## config.mk

```make
export PLATFORM = sky130hd
export DESIGN_NAME = dw_chain_arbiter
export DESIGN_NICKNAME = d
export VERILOG_FILES = /design/src/rtl/dwarb_pkg.sv /design/src/rtl/dwarb_lock_keeper.sv /design/src/rtl/dwarb_chain_fsm.sv /design/src/rtl/dwarb_pin_drive.sv /design/src/rtl/dw_chain_arbiter.sv
export SDC_FILE = /design/constraint.sdc
export NUM_CORES = 1
export LEC_CHECK = 0
export BUFFER_PORTS_ARGS = -buffer_cell sky130_fd_sc_hd__buf_2
export CORE_MARGIN = 1.5
export CORE_UTILIZATION = 55
export DETAILED_ROUTE_END_ITERATION = 8
export HOLD_SLACK_MARGIN = 0.1
export PLACE_DENSITY = 0.84
export SYNTH_ARGS = -nofsm -noshare
export SYNTH_HDL_FRONTEND = slang
export SYNTH_SLANG_ARGS = --single-unit
```

## constraint.sdc

```tcl
create_clock -name clk -period 3.6 [get_ports clk]
set_clock_uncertainty 0.05 [all_clocks]
set_input_delay 0.54 -clock clk [delete_from_list [all_inputs] [get_ports clk]]
set_output_delay 0.54 -clock clk [all_outputs]
set_load 0.02 [all_outputs]
```

## src/rtl/dwarb_pkg.sv

```systemverilog
package dwarb_pkg;
  typedef enum logic [1:0] {
    ARB_IDLE = 2'd0,
    ARB_WAIT = 2'd1,
    ARB_OWN  = 2'd2,
    ARB_HOLD = 2'd3
  } arb_state_e;
endpackage

```

## src/rtl/dwarb_lock_keeper.sv

```systemverilog
module dwarb_lock_keeper #(
  parameter int LOCK_TICKS = 250000
) (
  input  logic clk,
  input  logic rst_n,
  input  logic cmd_valid,
  input  logic cmd_lock,
  input  logic in_hold,
  output logic lock_q,
  output logic hold_release
);
  localparam int CW = $clog2(LOCK_TICKS + 1);
  localparam logic [CW-1:0] LAST = CW'(LOCK_TICKS - 1);

  logic [CW-1:0] tick_q;
  logic          keep_cmd, drop_cmd, expire;

  assign keep_cmd     = cmd_valid && cmd_lock;
  assign drop_cmd     = cmd_valid && !cmd_lock;
  assign expire       = in_hold && (tick_q == LAST) && !keep_cmd;
  assign hold_release = drop_cmd || expire;

  always_ff @(posedge clk) begin
    if (!rst_n) begin
      tick_q <= '0;
    end else if (!in_hold || keep_cmd || expire) begin
      tick_q <= '0;
    end else begin
      tick_q <= tick_q + 1'b1;
    end
  end

  always_ff @(posedge clk) begin
    if (!rst_n)         lock_q <= 1'b0;
    else if (cmd_valid) lock_q <= cmd_lock;
    else if (expire)    lock_q <= 1'b0;
  end


  tick_range_chk: assert property (@(posedge clk) disable iff (!rst_n)
    tick_q < CW'(LOCK_TICKS));

  unlock_cmd_chk: assert property (@(posedge clk) disable iff (!rst_n)
    drop_cmd |=> !lock_q);

  lock_cmd_chk: assert property (@(posedge clk) disable iff (!rst_n)
    keep_cmd |=> lock_q);
endmodule

```

## src/rtl/dwarb_chain_fsm.sv

```systemverilog
module dwarb_chain_fsm
  import dwarb_pkg::*;
(
  input  logic       clk,
  input  logic       rst_n,
  input  logic       loc_req,
  input  logic       loc_done,
  input  logic       gi_in,
  input  logic       ri_in,
  input  logic       lock_q,
  input  logic       hold_release,
  output arb_state_e state
);
  arb_state_e nxt;

  always_comb begin
    nxt = state;
    unique case (state)
      ARB_IDLE: if (loc_req && !ri_in) nxt = ARB_WAIT;
      ARB_WAIT: begin
        if (!loc_req)                nxt = ARB_IDLE;
        else if (gi_in && !ri_in)    nxt = ARB_OWN;
      end
      ARB_OWN:  if (loc_done) nxt = lock_q ? ARB_HOLD : ARB_IDLE;
      ARB_HOLD: begin
        if (hold_release) nxt = ARB_IDLE;
        else if (loc_req) nxt = ARB_OWN;
      end
      default: nxt = ARB_IDLE;
    endcase
  end

  always_ff @(posedge clk) begin
    if (!rst_n) state <= ARB_IDLE;
    else        state <= nxt;
  end


  take_bus_chk: assert property (@(posedge clk) disable iff (!rst_n)
    (state == ARB_WAIT && loc_req && gi_in && !ri_in) |=> state == ARB_OWN);

  withdraw_chk: assert property (@(posedge clk) disable iff (!rst_n)
    (state == ARB_WAIT && !loc_req) |=> state == ARB_IDLE);

  relock_grant_chk: assert property (@(posedge clk) disable iff (!rst_n)
    (state == ARB_HOLD && loc_req && !hold_release) |=> state == ARB_OWN);

  own_keep_chk: assert property (@(posedge clk) disable iff (!rst_n)
    (state == ARB_OWN && !loc_done) |=> state == ARB_OWN);
endmodule

```

## src/rtl/dwarb_pin_drive.sv

```systemverilog
module dwarb_pin_drive
  import dwarb_pkg::*;
(
  input  logic       clk,
  input  logic       rst_n,
  input  arb_state_e state,
  input  logic       gi_in,
  input  logic       ri_in,
  output logic       rq_out,
  output logic       ri_out,
  output logic       go_out,
  output logic       loc_gnt
);
  always_comb begin
    rq_out  = 1'b0;
    ri_out  = 1'b0;
    go_out  = 1'b0;
    loc_gnt = 1'b0;
    unique case (state)
      ARB_IDLE: go_out = gi_in;
      ARB_WAIT: rq_out = !ri_in;
      ARB_OWN: begin
        ri_out  = 1'b1;
        loc_gnt = 1'b1;
      end
      ARB_HOLD: ri_out = 1'b1;
      default: ;
    endcase
  end


  go_excl_chk: assert property (@(posedge clk) disable iff (!rst_n)
    go_out |-> (!rq_out && !ri_out && !loc_gnt));

  rq_ri_excl_chk: assert property (@(posedge clk) disable iff (!rst_n)
    !(rq_out && ri_out));

  gnt_needs_ri_chk: assert property (@(posedge clk) disable iff (!rst_n)
    loc_gnt |-> ri_out);

  ri_rise_chk: assert property (@(posedge clk) disable iff (!rst_n)
    $rose(ri_out) |-> ($past(gi_in) && !$past(ri_in)));
endmodule

```

## src/rtl/dw_chain_arbiter.sv

```systemverilog
module dw_chain_arbiter
  import dwarb_pkg::*;
#(
  parameter int LOCK_TICKS = 250000
) (
  input  logic clk,
  input  logic rst_n,
  input  logic loc_req,
  input  logic loc_done,
  input  logic cmd_valid,
  input  logic cmd_lock,
  input  logic gi_in,
  input  logic ri_in,
  output logic rq_out,
  output logic ri_out,
  output logic go_out,
  output logic loc_gnt
);
  arb_state_e state;
  logic       lock_q, hold_release;

  dwarb_lock_keeper #(.LOCK_TICKS(LOCK_TICKS)) u_lock (
    .clk(clk), .rst_n(rst_n), .cmd_valid(cmd_valid), .cmd_lock(cmd_lock),
    .in_hold(state == ARB_HOLD), .lock_q(lock_q), .hold_release(hold_release)
  );

  dwarb_chain_fsm u_fsm (
    .clk(clk), .rst_n(rst_n), .loc_req(loc_req), .loc_done(loc_done),
    .gi_in(gi_in), .ri_in(ri_in), .lock_q(lock_q),
    .hold_release(hold_release), .state(state)
  );

  dwarb_pin_drive u_pins (
    .clk(clk), .rst_n(rst_n), .state(state), .gi_in(gi_in), .ri_in(ri_in),
    .rq_out(rq_out), .ri_out(ri_out), .go_out(go_out), .loc_gnt(loc_gnt)
  );
endmodule

```

==> qor.log <==
INFO  run_status     outcome=completed
INFO  global_route   grt_antenna_before_repair=0
INFO  flow_run       drv.max_cap_violation_count=0
INFO  timing         final_slew_violations=0
INFO  die            floorplan.die.height=48.3microns
INFO  timing         tightestPinTransition=481ps
INFO  synthesis      synth.top_cells.by_area=sky130_fd_sc_hd__dfxtp_1, sky130_fd_sc_hd__xnor2_1, sky130_fd_sc_hd__nor2_1, sky130_fd_sc_hd__nand3_1, sky130_fd_sc_hd__inv_1
INFO  clock_network  cts.repair.resized=0
INFO  power_and_ir_drop internal-power=300uW
INFO  synthesis      syn-num-nets=140
INFO  synthesis      synth_ff_type=sky130_fd_sc_hd__dfxtp_1
INFO  synthesis      number_of_synthesis_warnings=0
INFO  die            core-area=0.00194sqmm
INFO  timing         finalCriticalPeriod=1860ps
INFO  route          route.antenna.remaining_nets=0
INFO  placed_design  port_buffers=11
INFO  die            num_io_pins=12
INFO  global_route   grt_start_max_net_pins=18
INFO  power_and_ir_drop power_per_cell_area=329mW/mm^2
INFO  power_and_ir_drop power_frac_comb=11.3%
INFO  clock_network  cts_made_buffers=3
INFO  route          drt-initial-drc-count=16
INFO  hold_path      min_path_type=reg -> reg
INFO  synthesis      synth_largest_area_cell=sky130_fd_sc_hd__dfxtp_1
INFO  synthesis      post_synth.cell_area_avg=8.60squm
INFO  route          detail_route.first_pass.iterations=4
INFO  synthesis      synth_cell_type_count=38
INFO  worst_setup_path worst_setup_path_end_kind=output pin
INFO  timing         post-route-period-util=51.8%
INFO  power_and_ir_drop power.switching_fraction=25.0%
INFO  timing         setup-violations-final=0
INFO  power_and_ir_drop p_seq_share=61.2%
INFO  cells_and_area antenna_cells=0
INFO  clock_network  clock_tree_from_tritoncts=done
INFO  clock_network  htreeDepth=1
INFO  clock_network  cts.root.buffer_cell=sky130_fd_sc_hd__clkbuf_4
INFO  synthesis      synth.most_common_cell=sky130_fd_sc_hd__nor2_1
INFO  synthesis      synthArstFlopShare=0%
INFO  die            floorplan.initialDensity=58.0%
INFO  synthesis      syn_std_cell_area=0.00113sqmm
INFO  cells_and_area nNetsFinal=152
INFO  route          routed-via-count=928
INFO  synthesis      seq_area_frac_synth=37.3%
INFO  timing         timing.setup.tns=0ps
INFO  cells_and_area areaGrowthSynthToFinish=8.11%
INFO  global_route   grt.total_usage=20.3%
INFO  placed_design  place.detailed.hpwl=1570microns
INFO  worst_setup_path critPathLaunchType=register
INFO  die            num_rows=16
INFO  timing         fmax=537MHz
INFO  worst_setup_path path_class=reg -> out
INFO  power_and_ir_drop switching_power=100uW
INFO  route          post-route-drc-count=0
INFO  worst_setup_path critPathMaxFanout=11
INFO  clock_network  cts_setup_buffers=0
INFO  global_route   global_route_wire_length_before_repair=3290microns
INFO  clock_network  clk_path_buf_depth=2
INFO  synthesis      synth_edf_count=0
INFO  global_route   globalRouteOverflowTotal=0
INFO  timing         slew_headroom=67.8%
INFO  timing         hold_viol=0
INFO  global_route   grt_pass1_vias=856
INFO  route          detail_route.vias_per_cell=5.49
INFO  synthesis      yosys_register_bits=21
INFO  worst_setup_path critical_path_required=3010ps
INFO  timing         hold-worst-slack=437ps
INFO  die            die_area=0.00233sqmm
INFO  clock_network  clock_sinks=21
INFO  power_and_ir_drop vdd_drop_max=0.275mV
INFO  die            horizontal_die_dimension=48.3microns
INFO  power_and_ir_drop p_total=400uW
INFO  cells_and_area layout-drive-gt1-share=19.0%
INFO  power_and_ir_drop p_leak=0.383nW
INFO  synthesis      post_synth_inst_count=131
INFO  route          detail_route.wl_per_cell=12.1microns
INFO  timing         grt_setup_unrepaired=false
INFO  clock_network  worst_setup_hold_path_clk_slew=110ps
INFO  power_and_ir_drop clock_power_share=27.6%
INFO  synthesis      synth.cells.most_frequent=sky130_fd_sc_hd__nor2_1, sky130_fd_sc_hd__dfxtp_1, sky130_fd_sc_hd__xnor2_1
INFO  route          route.final.wire_length=2050microns
INFO  clock_network  ctsHoldBuffers=0
INFO  synthesis      synth_top_area_share=37.3%
INFO  placed_design  replace_congestion=0.764
INFO  worst_setup_path crit_arrival=1270ps
INFO  clock_network  clock_latency=300ps
## cells in the final DEF (no fill, tap or decap), types with 2 or more instances in the layout
cell type and n:
sky130_fd_sc_hd__nor2_1 23, sky130_fd_sc_hd__dfxtp_1 21, sky130_fd_sc_hd__xnor2_1 14, sky130_fd_sc_hd__buf_2 11, sky130_fd_sc_hd__inv_1 7, sky130_fd_sc_hd__nand2_1 7, sky130_fd_sc_hd__nand3_1 6, sky130_fd_sc_hd__nor3_1 5
sky130_fd_sc_hd__nor4_1 4, sky130_fd_sc_hd__nand4_1 4, sky130_fd_sc_hd__nor2b_1 4, sky130_fd_sc_hd__nor2_2 3, sky130_fd_sc_hd__o21ai_0 3, sky130_fd_sc_hd__clkbuf_4 3, sky130_fd_sc_hd__a21oi_1 2, sky130_fd_sc_hd__nand4_2 2
sky130_fd_sc_hd__nor4_2 2
## sequential cells by signal (all words and copies together), names as in the netlist
register / count
u_lock.lock_q: 1
u_lock.tick_q: 18
u_fsm.state: 2
## final timing paths
kind	cells after the start	endpoint	from	slack [ps]
max	3	rq_out	u_fsm.state[1]	1740
min	1	u_lock.tick_q[0]	u_lock.tick_q[0]	440
max reg2reg	5	u_lock.tick_q[16]	u_lock.tick_q[0]	1910
min reg2reg	1	u_lock.tick_q[0]	u_lock.tick_q[0]	440
## layout make-up
class	count	area, sq um
Fill cell	173	724
Multi-Input combinational cell	99	656
Sequential cell	21	420
Inverter	7	26.3
Timing Repair Buffer	11	55.1
Tap cell	27	33.8
Clock buffer	4	26.3
## stage by stage
stage | instances | utilization [%] | setup slack [ps] | area [sq um]
after floorplan | 131 | - | 1950 | 1130
after global placement | 165 | 61.3 | 1950 | 1190
after detailed placement | 165 | 61.3 | 1920 | 1190
after CTS | 169 | 62.7 | 1720 | 1220
after global routing | 169 | 62.7 | 1650 | 1220
final | 169 | 62.7 | 1740 | 1220
## metal layers
| layer | global-route usage [%] | vias to the layer above | part of all wire, % | wire, microns |
|---|---|---|---|---|
| met5 | 0 | - | 0 | 0 |
| met4 | 12.4 | 0 | 2.1 | 43 |
| met3 | 2.59 | 5 | 3.0 | 62 |
| met2 | 36.6 | 20 | 49 | 1010 |
| met1 | 22.3 | 425 | 45 | 933 |
| li1 | - | 478 | - | - |
## power by group through the flow
| stage | sequential, mW | combinational (mW) | clock, mW |
|---|---|---|---|
| after floorplan | 0.243 | 0.0380 | 0 |
| after global placement | 0.250 | 0.0433 | 0 |
| after detailed placement | 0.250 | 0.0452 | 0 |
| after CTS | 0.245 | 0.0454 | 0.113 |
| after global routing | 0.246 | 0.0504 | 0.121 |
| final | 0.245 | 0.0450 | 0.110 |
## critical path, cell delays in order, from the launching register on
cell and delay (ps):
sky130_fd_sc_hd__dfxtp_1 530, sky130_fd_sc_hd__nor2_1 130, sky130_fd_sc_hd__and2_1 170, sky130_fd_sc_hd__buf_2 150
## cell families (layout without fill, tap and decap cells)
group | Yosys count | after routing | synth area share (%)
simple gates | 68 | 68 | 34.6
flops | 21 | 21 | 37.3
xor+xnor | 15 | 15 | 11.7
compound gates | 14 | 14 | 10.0
buf+inv | 11 | 22 | 4.44
fa+ha+maj | 1 | 1 | 1.11
mux | 1 | 1 | 0.889
Note: power is estimated with default switching activity, not from simulation.
